## config.mk

```make
export PLATFORM = sky130hd
export DESIGN_NAME = irq_fiq_ctrl
export DESIGN_NICKNAME = d
export VERILOG_FILES = /design/src/rtl/irqc_pkg.sv /design/src/rtl/irqc_mask_reg.sv /design/src/rtl/irqc_soft_src.sv /design/src/rtl/irqc_rd_mux.sv /design/src/rtl/irq_fiq_ctrl.sv
export SDC_FILE = /design/constraint.sdc
export NUM_CORES = 1
export LEC_CHECK = 0
export BUFFER_PORTS_ARGS = -buffer_cell sky130_fd_sc_hd__buf_2
export CELL_PAD_IN_SITES_DETAIL_PLACEMENT = 1
export CELL_PAD_IN_SITES_GLOBAL_PLACEMENT = 1
export CORE_UTILIZATION = 43
export CTS_BUF_LIST = sky130_fd_sc_hd__clkbuf_8
export DETAILED_ROUTE_END_ITERATION = 12
export PLACE_DENSITY_LB_ADDON = 0.1
export RECOVER_POWER = 50
export SYNTH_ARGS = -nofsm -noshare
export SYNTH_HDL_FRONTEND = slang
export SYNTH_HIERARCHICAL = 1
export SYNTH_SLANG_ARGS = --single-unit
```

## constraint.sdc

```tcl
create_clock -name clk -period 3.8 [get_ports clk]
set_input_delay 0.57 -clock clk [delete_from_list [all_inputs] [get_ports clk]]
set_output_delay 0.57 -clock clk [all_outputs]
set_load 0.1 [all_outputs]
```

## src/rtl/irqc_pkg.sv

```systemverilog
package irqc_pkg;
    // Each output owns a group of words; the fast group sits one stride above.
    localparam int IRQC_NOUT       = 2;
    localparam int IRQC_GRP_STRIDE = 8;
    localparam int IRQC_OFS_MASKED = 0;
    localparam int IRQC_OFS_RAW    = 1;
    localparam int IRQC_OFS_EN_SET = 2;
    localparam int IRQC_OFS_EN_CLR = 3;
    // Software source words (shared, not per group).
    localparam int IRQC_SOFT_SET_W = 4;
    localparam int IRQC_SOFT_CLR_W = 5;

    typedef struct packed {
        logic set;
        logic clr;
    } irqc_wr_dec_t;
endpackage

```

## src/rtl/irqc_mask_reg.sv

```systemverilog
module irqc_mask_reg #(
    parameter int NSRC = 32
) (
    input  logic            clk,
    input  logic            rst_n,
    input  logic            set_en,
    input  logic            clr_en,
    input  logic [NSRC-1:0] wdata,
    output logic [NSRC-1:0] mask_q
);
    logic [NSRC-1:0] set_bits;
    logic [NSRC-1:0] clr_bits;

    assign set_bits = set_en ? wdata : '0;
    assign clr_bits = clr_en ? wdata : '0;

    always_ff @(posedge clk or negedge rst_n) begin
        if (!rst_n) begin
            mask_q <= '0;
        end else if (set_en || clr_en) begin
            mask_q <= (mask_q | set_bits) & ~clr_bits;
        end
    end
endmodule

```

## src/rtl/irqc_soft_src.sv

```systemverilog
module irqc_soft_src (
    input  logic clk,
    input  logic rst_n,
    input  logic set_req,
    input  logic clr_req,
    output logic soft_q
);
    always_ff @(posedge clk or negedge rst_n) begin
        if (!rst_n) begin
            soft_q <= 1'b0;
        end else if (set_req) begin
            soft_q <= 1'b1;
        end else if (clr_req) begin
            soft_q <= 1'b0;
        end
    end
endmodule

```

## src/rtl/irqc_rd_mux.sv

```systemverilog
module irqc_rd_mux
    import irqc_pkg::*;
#(
    parameter int NSRC = 32,
    parameter int AW   = 6,
    parameter int NOUT = IRQC_NOUT
) (
    input  logic [AW-1:0]                addr,
    input  logic [NSRC-1:0]              raw_lvl,
    input  logic [NOUT-1:0][NSRC-1:0]    en_mask,
    output logic [NSRC-1:0]              rdata
);
    always_comb begin
        rdata = '0;
        for (int g = 0; g < NOUT; g++) begin
            if (addr == AW'(g*IRQC_GRP_STRIDE + IRQC_OFS_MASKED)) begin
                rdata = raw_lvl & en_mask[g];
            end
            if (addr == AW'(g*IRQC_GRP_STRIDE + IRQC_OFS_RAW)) begin
                rdata = raw_lvl;
            end
            if (addr == AW'(g*IRQC_GRP_STRIDE + IRQC_OFS_EN_SET)) begin
                rdata = en_mask[g];
            end
        end
        if (addr == AW'(IRQC_SOFT_SET_W)) begin
            rdata = {{(NSRC-1){1'b0}}, raw_lvl[0]};
        end
    end
endmodule

```

## src/rtl/irq_fiq_ctrl.sv

```systemverilog
module irq_fiq_ctrl
    import irqc_pkg::*;
#(
    parameter int NSRC = 32,
    parameter int AW   = 6
) (
    input  logic            clk,
    input  logic            rst_n,
    input  logic [NSRC-1:0] src_lvl,
    input  logic            wr_en,
    input  logic [AW-1:0]   addr,
    input  logic [NSRC-1:0] wdata,
    output logic [NSRC-1:0] rdata,
    output logic            irq_o,
    output logic            fiq_o
);
    localparam int NOUT = IRQC_NOUT;

    logic                         soft_q;
    logic [NSRC-1:0]              raw_lvl;
    logic [NOUT-1:0][NSRC-1:0]    en_q;
    logic [NOUT-1:0]              line;

    assign raw_lvl = src_lvl | NSRC'(soft_q);

    for (genvar g = 0; g < NOUT; g++) begin : g_out
        irqc_wr_dec_t dec;
        assign dec.set = wr_en && (addr == AW'(g*IRQC_GRP_STRIDE + IRQC_OFS_EN_SET));
        assign dec.clr = wr_en && (addr == AW'(g*IRQC_GRP_STRIDE + IRQC_OFS_EN_CLR));

        irqc_mask_reg #(.NSRC(NSRC)) u_mask (
            .clk    (clk),
            .rst_n  (rst_n),
            .set_en (dec.set),
            .clr_en (dec.clr),
            .wdata  (wdata),
            .mask_q (en_q[g])
        );

        assign line[g] = |(raw_lvl & en_q[g]);
    end

    irqc_soft_src u_soft (
        .clk     (clk),
        .rst_n   (rst_n),
        .set_req (wr_en && (addr == AW'(IRQC_SOFT_SET_W)) && wdata[0]),
        .clr_req (wr_en && (addr == AW'(IRQC_SOFT_CLR_W)) && wdata[0]),
        .soft_q  (soft_q)
    );

    irqc_rd_mux #(.NSRC(NSRC), .AW(AW), .NOUT(NOUT)) u_rd (
        .addr    (addr),
        .raw_lvl (raw_lvl),
        .en_mask (en_q),
        .rdata   (rdata)
    );

    assign irq_o = line[0];
    assign fiq_o = line[1];
endmodule

```

After elaboration in Yosys (flattened, before gate mapping)
Cells that the tools add are included.
{ "totals": {"reg_bits": 65, "input_bits": 73} }
{ "op_classes": {"n_eq_ne": 9, "muxes": 13, "bitwise": 9, "n_reduce_logical": 14} }
{ "op_table": {"columns": ["operator", "n"], "rows": [
  ["two-way mux 32 bit", 11],
  ["bitwise AND 32 bit", 4],
  ["inverter 32 bit", 2],
  ["bitwise OR 32 bit", 2],
  ["OR reduction 32 bit", 2],
  ["bitwise OR 32 x 1 -> 32 bit", 1],
  ["== test 6 x 4 -> 1 bit (second input constant)", 4],
  ["== test 6 x 2 -> 1 bit (second input constant)", 2],
  ["== test 6 x 3 -> 1 bit (second input constant)", 2],
  ["logical AND 1 bit", 8],
  ["== test 6 x 1 -> 1 bit (second input constant)", 1],
  ["logical NOT 6 bit", 1],
  ["logical OR 1 bit", 2],
  ["two-way mux 1 bit", 2],
  ["nonzero test 2 bit", 1]
]} }

Longest topological paths before layout
Gate-level depths: netlist of run 1.
{ "logic_depth": {"depth_word": 9, "depth_mapped": 7, "ltp_nobuf": 6} }

Hierarchy
The synthesis of run 1 kept the hierarchy.
{ "by_module_without_submodules": {"columns": ["module", "instances", "cells_per_inst", "area_each_um2", "seq_area_each_um2"], "rows": [
  ["irqc_mask_reg", 2, 102, 1169.9, 800.8],
  ["irqc_rd_mux", 1, 157, 977.2, 0.0],
  ["irq_fiq_ctrl", 1, 57, 384.1, 0.0],
  ["irqc_soft_src", 1, 3, 36.3, 25.0]
]} }

Least setup slack after synthesis of run 1
OpenSTA, ideal clock, no wires.
{ "synth_timing": {"path_type": "input port to output port", "startpoint": "input port addr[3]", "endpoint": "output port rdata[27]", "t_arrival_ns": 2.736, "setup_slack_ns": 0.494, "path_stages": 5, "cell_sequence": "buf_2 -> nor2_2 -> buf_2 -> nand2_1 -> a21oi_1"} }
{ "synth_between": {"elab_chain_len": 8, "elab_cells_between_ends": 14, "classes_between": "eq/ne (6); mux (7); reduce/logical (1)"} }
{ "synth_lines": {"columns": ["item", "line", "source"], "rows": [
  ["start: declaration", "irq_fiq_ctrl.sv:11", "input logic [AW-1:0] addr,"],
  ["logical NOT 6 bit", "irqc_rd_mux.sv:16", "if (addr == AW'(g*IRQC_GRP_STRIDE + IRQC_OFS_MASKED)) begin"],
  ["two-way mux 32 bit", "irqc_rd_mux.sv:16", null],
  ["two-way mux 32 bit", "irqc_rd_mux.sv:19", "if (addr == AW'(g*IRQC_GRP_STRIDE + IRQC_OFS_RAW)) begin"],
  ["two-way mux 32 bit", "irqc_rd_mux.sv:22", "if (addr == AW'(g*IRQC_GRP_STRIDE + IRQC_OFS_EN_SET)) begin"],
  ["two-way mux 32 bit", "irqc_rd_mux.sv:16", null],
  ["two-way mux 32 bit", "irqc_rd_mux.sv:19", null],
  ["two-way mux 32 bit", "irqc_rd_mux.sv:22", null],
  ["two-way mux 32 bit *", "irqc_rd_mux.sv:26", "if (addr == AW'(IRQC_SOFT_SET_W)) begin"],
  ["end: declaration", "irq_fiq_ctrl.sv:13", "output logic [NSRC-1:0] rdata,"]
]} }
Every way passes the cells marked *; elsewhere a longest branch is shown, timed or not.

==> impl_metrics.json, run 1 <==
{
  "synth_top_area_cell": "dfrtp_1",
  "synth_top_family_by_area": "compound AO/OA/AOI/OAI gates",
  "finalHoldViolCount": 0,
  "htree_num_levels": 3,
  "violations": "max-capacitance violations, max-slew violations",
  "cts.sinks": 65,
  "synth_simple_gate_area_share_pct": 10.8,
  "max_cap_violations": 2,
  "coreArea_mm2": 0.00830,
  "yosys.area_share.xor_xnor_pct": 0,
  "synthFlopType": "dfrtp_1",
  "status": "finished with violations",
  "crit_path_end_kind": "register",
  "rsz0062_at_grt": "no",
  "io_buffers": 106,
  "tns_ps": 0,
  "hold_depth": 2,
  "hold_start": "wdata[30]",
  "first_pass_iters": 6,
  "vdd_drop_max_mv": 0.277,
  "start_util_pct": 45.0,
  "synth_warnings": 6,
  "final_cell_area_mm2": 0.00493,
  "io_pins": 107,
  "worstPathArrival_ps": 3440,
  "p_per_area_mw_per_mm2": 399,
  "fin_crit_sh_pct": 83.7,
  "synth_cells": 421,
  "dpl.hpwl_um": 10100,
  "vias": 4161,
  "n_antenna_cell": 0,
  "die_area_mm2": 0.00907,
  "hp-class": "primary input to register",
  "ant_nets": 0,
  "cts_tree": "built",
  "syn_nets": 494,
  "cp_data_required_time_ps": 4060,
  "yosys-top-cells-area": "dfrtp_1 44%, a21oi_1 18%, a32oi_1 6.3%, a21o_1 5.8%, nor2_1 5.7%",
  "placed_area_mm2": 0.00474,
  "synth_edf_count": 0,
  "clockBufferDepth": 2,
  "antenna_found_initial": 0,
  "final.fill_count": 989,
  "place_ws_ps": 825,
  "r2r-end": "g_out[1].u_mask/mask_q[29]$_DFFE_PN0P_",
  "synth_top_area_share_pct": 43.5,
  "setup_viol": 0,
  "finClkSkew_ps": 0,
  "grtUsageTotal_pct": 34.2,
  "grt_overflow": 0,
  "rows": 33,
  "synth_area_mm2": 0.00374,
  "wl_per_cell_um": 23.5,
  "grt_pass1_wl_um": 22900,
  "synthMuxAreaShare_pct": 0.603,
  "post_cts_resize_count": 0,
  "finalCriticalPeriod_ps": 3180,
  "hold-path-endpoint": "g_out[0].u_mask/mask_q[30]$_DFFE_PN0P_",
  "finalPower_mw": 1.97,
  "clkTransAtPathRegs_ps": 80,
  "ys_ff_latch": 65,
  "cts_setup_buffers": 0,
  "rrSetupSlack_ps": 3000,
  "wl_um": 14700,
  "gp_congestion": 0.836,
  "synth_compound_area_share_pct": 39.3,
  "yosys.cell_types.count": 35,
  "synth_adder_area_share_pct": 0,
  "drive_above_1_share_pct": 27.1,
  "grt_pass1_vias": 4195,
  "max_freq_mhz": 314,
  "max_slew_margin_pct": -39.5,
  "dieWidth_um": 95.2,
  "drcViolationCount": 0,
  "path_max_fanout": 43,
  "dr.first_iter.drc_count": 254,
  "vias_per_cell": 6.66,
  "hold_buffers": 0,
  "clk_latency_ps": 350,
  "reg2reg_depth": 2,
  "die_h_um": 95.2,
  "rr_startpoint": "g_out[1].u_mask/mask_q[29]$_DFFE_PN0P_",
  "p_leak_nw": 2.26,
  "layout.nets": 588,
  "cts_root_buffer": "clkbuf_8",
  "syn_avg_cell_area_um2": 8.88,
  "numCtsBuffers": 9,
  "drv_slew": 68,
  "crit_path_start_kind": "primary input",
  "seq_area_frac_synth_pct": 43.5,
  "grt_max_degree": 44,
  "synthArstFlopShare_pct": 100,
  "crit_type": "primary input to register",
  "syn_to_final_growth_pct": 32.0,
  "worst_pin_slew_ps": 2090,
  "worst_slack_ps": 618
}
==> critical path: stages <==
cell,delay (ps)
buf_2,640
nor3b_1,310
and3_1,260
clkbuf_1,1230
a21oi_1,220
a21oi_1,200
==> worst max-delay path by stage <==
stage / end / slack (ps) / startpoint
after floorplan: rdata[27] / 490 / addr[3]
after global placement: rdata[29] / 870 / addr[0]
after detailed placement: rdata[29] / 820 / addr[0]
after CTS: rdata[29] / 830 / addr[0]
after global routing: g_out[1].u_mask/mask_q[29]$_DFFE_PN0P_ / 450 / addr[1]
final: g_out[1].u_mask/mask_q[1]$_DFFE_PN0P_ / 620 / addr[1]
==> layer usage <==
layer  routed length [um]  vias to the layer above  track usage (%)
met4                  436                        0             14.0
met5                    0                        -                0
met1                 6070                     2064             46.8
li1                     -                     1806                -
met2                 6970                      257             53.1
met3                 1220                       34             6.22
==> flip-flops by register name, indices dropped and copies added (netlist names) <==
signal / flops
u_soft/soft_q: 1
g_out.u_mask/mask_q: 64
==> logic make-up (layout without fill, tap and decap cells) <==
family          count (synthesis)  after routing
compound gates                230            230
buf+inv                        35            134
flops                          65             65
mux                             2              2
simple gates                   89             89
==> cell usage in the layout (no fill, tap or decap), types with 2 or more instances in the layout <==
| cell | n |
|---|---|
| nand4_1 | 6 |
| dfrtp_1 | 65 |
| nand3_1 | 2 |
| o221a_2 | 2 |
| clkbuf_8 | 10 |
| a32o_1 | 2 |
| inv_1 | 3 |
| mux2_2 | 2 |
| o31ai_1 | 2 |
| nor3_1 | 2 |
| buf_12 | 31 |
| or2_2 | 2 |
| nor4_1 | 4 |
| and3_1 | 2 |
| a222oi_1 | 2 |
| a32oi_1 | 27 |
| a21oi_1 | 131 |
| nor2_1 | 57 |
| nor3_2 | 2 |
| buf_2 | 75 |
| nand2_1 | 5 |
| buf_4 | 6 |
| clkbuf_1 | 2 |
| o21ai_0 | 3 |
| a21o_1 | 29 |
| a22oi_1 | 28 |
| clkinvlp_4 | 3 |
==> final cells by class <==
cell class                 instances  area, um2  share of cell area, %
clock inverter                     6       66.3                   1.34
timing repair buffer             115       1050                   21.4
clock buffer                      10        138                   2.79
sequential                        65       1630                   33.0
inverter                           3       11.3                  0.228
multi-input combinational        321       1910                   38.7
tap                              105        131                   2.66
==> cell usage after synthesis (3+ instances only) <==
| cell type | instances |
|---|---|
| a21o_1 | 29 |
| a21oi_1 | 131 |
| a22oi_1 | 28 |
| a32oi_1 | 27 |
| buf_2 | 12 |
| buf_6 | 8 |
| clkbuf_1 | 10 |
| dfrtp_1 | 65 |
| inv_1 | 3 |
| nand2_1 | 5 |
| nand4_1 | 6 |
| nor2_1 | 57 |
| nor3_1 | 4 |
| nor4_1 | 4 |
| o21ai_0 | 3 |
==> through the flow <==
stage | hold slack (ps) | cells | utilization (%)
detailed placement | 522 | 609 | 57.1
finish | 422 | 625 | 59.4
floorplan | 274 | 421 | -
global placement | 511 | 609 | 57.1
CTS | 345 | 625 | 59.6
global route | 419 | 625 | 59.4
==> report_power, final <==
group          switching, mW  internal (mW)
Combinational          0.299          0.169
Sequential             0.100          0.784
Clock                  0.294          0.322
(Power assumes the default switching activity.)
==> inputs of run 2 (changes only) <==
Settings changed: ABC_AREA set to 1, CORE_UTILIZATION 43 to 35.
Clock period 3.8 ns to 2.72 ns, I/O delays scaled along.
==> run 2 against run 1 <==
Effect of this change:
- the run now ends clean
- utilization down 13 points
- sequential power up 37%
- total power up 43%
- sequential share of layout area down 8.2 points
- synthesized area up 37%
- cell area up 33%
- first-iteration DRC count down 30%
- clock skew unchanged
- via count up 35%
- combinational power up 54%
- setup slack worse by 290 ps
==> impl_metrics.json, run 2 <==
{
  "path_max_fanout": 16,
  "clk_latency_ps": 350,
  "cts.sinks": 65,
  "p_per_area_mw_per_mm2": 429,
  "cts_root_buffer": "clkbuf_8",
  "drive_above_1_share_pct": 15.0,
  "holdWs_ps": 326,
  "synth_cells": 895,
  "crit_path_end_kind": "primary output",
  "p_leak_nw": 3.70,
  "vias": 5634,
  "clkTransAtPathRegs_ps": 70,
  "wl_per_cell_um": 13.8,
  "finalHoldViolCount": 0,
  "htree_num_levels": 3,
  "final_common_cell": "nand2_1",
  "largest_register_ffs": 64,
  "setup_viol": 0,
  "place_inst": 1174,
  "die_h_um": 123,
  "ys_ff_latch": 65,
  "numCtsBuffers": 9,
  "grt_max_degree": 29,
  "worst_pin_slew_ps": 1350,
  "yosys.cell_types.count": 27,
  "cts_setup_buffers": 0,
  "fin_crit_sh_pct": 87.8,
  "synth_area_mm2": 0.00511,
  "rsz0062_at_grt": "no",
  "grtUsageTotal_pct": 23.8,
  "coreArea_mm2": 0.0140,
  "hold_buffers": 0,
  "synth_warnings": 6,
  "antenna_found_initial": 2,
  "clockBufferDepth": 2,
  "io_pins": 107,
  "fin_cells": 1193,
  "worst_slack_ps": 333,
  "drv_slew": 0,
  "yosysMostFrequentCell": "nand2_1",
  "post_cts_resize_count": 0,
  "synth_common_cells": "469 x nand2_1, 174 x inv_1, 65 x dfrtp_1, 37 x nand4_1, 36 x nand3_1",
  "path_delay_family": "buffers and inverters",
  "crit_type": "primary input to primary output",
  "finalCriticalPeriod_ps": 2390,
  "rrSetupSlack_ps": 1980,
  "io_buffers": 106,
  "crit_buf_inv": 4,
  "start_util_pct": 36.4,
  "wl_um": 16500,
  "dpl.hpwl_um": 12700,
  "finClkSkew_ps": 0,
  "layout_common_cells": "469 x nand2_1, 176 x inv_1, 71 x buf_2, 65 x dfrtp_1, 37 x nand4_1",
  "syn_avg_cell_area_um2": 5.71,
  "first_pass_iters": 4,
  "synth_top_area_cell": "nand2_1",
  "ant_nets": 0,
  "vias_per_cell": 4.72,
  "max_freq_mhz": 419,
  "vdd_drop_max_mv": 0.289,
  "seq_area_frac_synth_pct": 31.8,
  "cp_slowest_cell": "nand3_2",
  "grt_pass1_wl_um": 27700,
  "dieWidth_um": 123,
  "yosys-top-cells-area": "nand2_1 34%, dfrtp_1 32%, inv_1 13%, nand4_1 4.5%, nand3_1 3.5%",
  "regMostFlops": "g_out.u_mask/mask_q",
  "synth_edf_count": 0,
  "crit_path_start_kind": "primary input",
  "reg_top3": "g_out.u_mask/mask_q x64, u_soft/soft_q x1",
  "gp_congestion": 0.780,
  "synth_top_area_share_pct": 34.4,
  "layout.nets": 1078,
  "place_ws_ps": 313,
  "tns_ps": 0,
  "syn_nets": 968,
  "syn_to_final_growth_pct": 28.2,
  "max_cap_violations": 0,
  "final.fill_count": 1975,
  "die_area_mm2": 0.0151,
  "slowest_delay_ps": 350,
  "cp_data_required_time_ps": 2310,
  "synthFlopType": "dfrtp_1",
  "status": "complete, no violations",
  "dr.first_iter.drc_count": 177,
  "cp_cell_sequence": "clkbuf_1 -> inv_1 -> nor2_2 -> nand3_2 -> buf_4 -> o21ai_0 -> nand2_1 -> nand4_1 -> buf_12",
  "cts_tree": "built",
  "max_slew_margin_pct": 9.85,
  "grt_pass1_vias": 5637,
  "rows": 43,
  "synthArstFlopShare_pct": 100,
  "worstPathArrival_ps": 1980,
  "hp-class": "primary input to register",
  "grt_overflow": 0,
  "drcViolationCount": 0
}
## run 2: cell count changes in the layout (fill, tap and decap cells not counted), moves of 7 or more
cell     previous run  this run
nand3_1             2        36
nand2_1             5       469
a21o_1             29         0
a22oi_1            28         1
buf_4               6        14
inv_1               3       176
nand4_1             6        37
o21ai_1             0         7
nor2_1             57        25
a21oi_1           131         2
a32oi_1            27         0
o21ai_0             3        29
## run 2: path summary, 6_finish.rpt
check / start / end / cells past startpoint
min reg2reg: u_soft/soft_q$_DFFE_PN0P_ / u_soft/soft_q$_DFFE_PN0P_ / 2
min in group asynchronous: rst_n / g_out[1].u_mask/mask_q[28]$_DFFE_PN0P_ / 1
max in group asynchronous: rst_n / g_out[0].u_mask/mask_q[8]$_DFFE_PN0P_ / 2
max reg2reg: g_out[1].u_mask/mask_q[1]$_DFFE_PN0P_ / g_out[1].u_mask/mask_q[1]$_DFFE_PN0P_ / 4
min: wdata[28] / g_out[0].u_mask/mask_q[28]$_DFFE_PN0P_ / 4
max: addr[1] / rdata[8] / 9
## run 2: layout make-up
cell class	instances	area (um2)	area share, %
multi-input cells	626	2650	40.4
flip-flops and latches	65	1630	24.8
repair buffers	127	1180	18.0
inverters	176	661	10.1
well taps	180	225	3.44
clock buffers	12	165	2.52
clock inverters	4	42.5	0.649
diodes	3	7.51	0.115
## run 2: metal layers
metal / vias up / track usage (%) / wire length [um]
met1: 2646 / 30.5 / 7690
met3: 13 / 3.90 / 691
li1: 2884 / - / -
met5: - / 0 / 0
met4: 0 / 6.40 / 153
met2: 91 / 41.0 / 7940
## run 2: cell families (layout without fill, tap and decap cells)
family,after synthesis,after routing,share of synthesized area [%]
AND/OR/NAND/NOR,585,585,47.5
AO/OA/AOI/OAI,41,41,4.06
other,0,3,0
buffers and inverters,204,319,16.6
flip-flops,65,65,31.8
## run 2: tightest hold or removal path, stage by stage
cell and delay [ps]:
buf_2 110, nand2_1 50, nand2_1 60, inv_1 30
## run 2: through the flow
stage | power, mW | cell area, um2 | utilization (%)
after global routing | 2.99 | 6550 | 46.6
after global placement | 1.95 | 6380 | 45.5
after CTS | 2.86 | 6590 | 46.9
after floorplan | 1.64 | 5120 | -
after detailed placement | 1.97 | 6380 | 45.5
final | 2.81 | 6550 | 46.7
## run 2: power by group
| part | switching, mW | internal (mW) | total (mW) |
|---|---|---|---|
| sequential | 0.118 | 1.10 | 1.21 |
| combinational | 0.469 | 0.253 | 0.722 |
| clock | 0.383 | 0.491 | 0.874 |
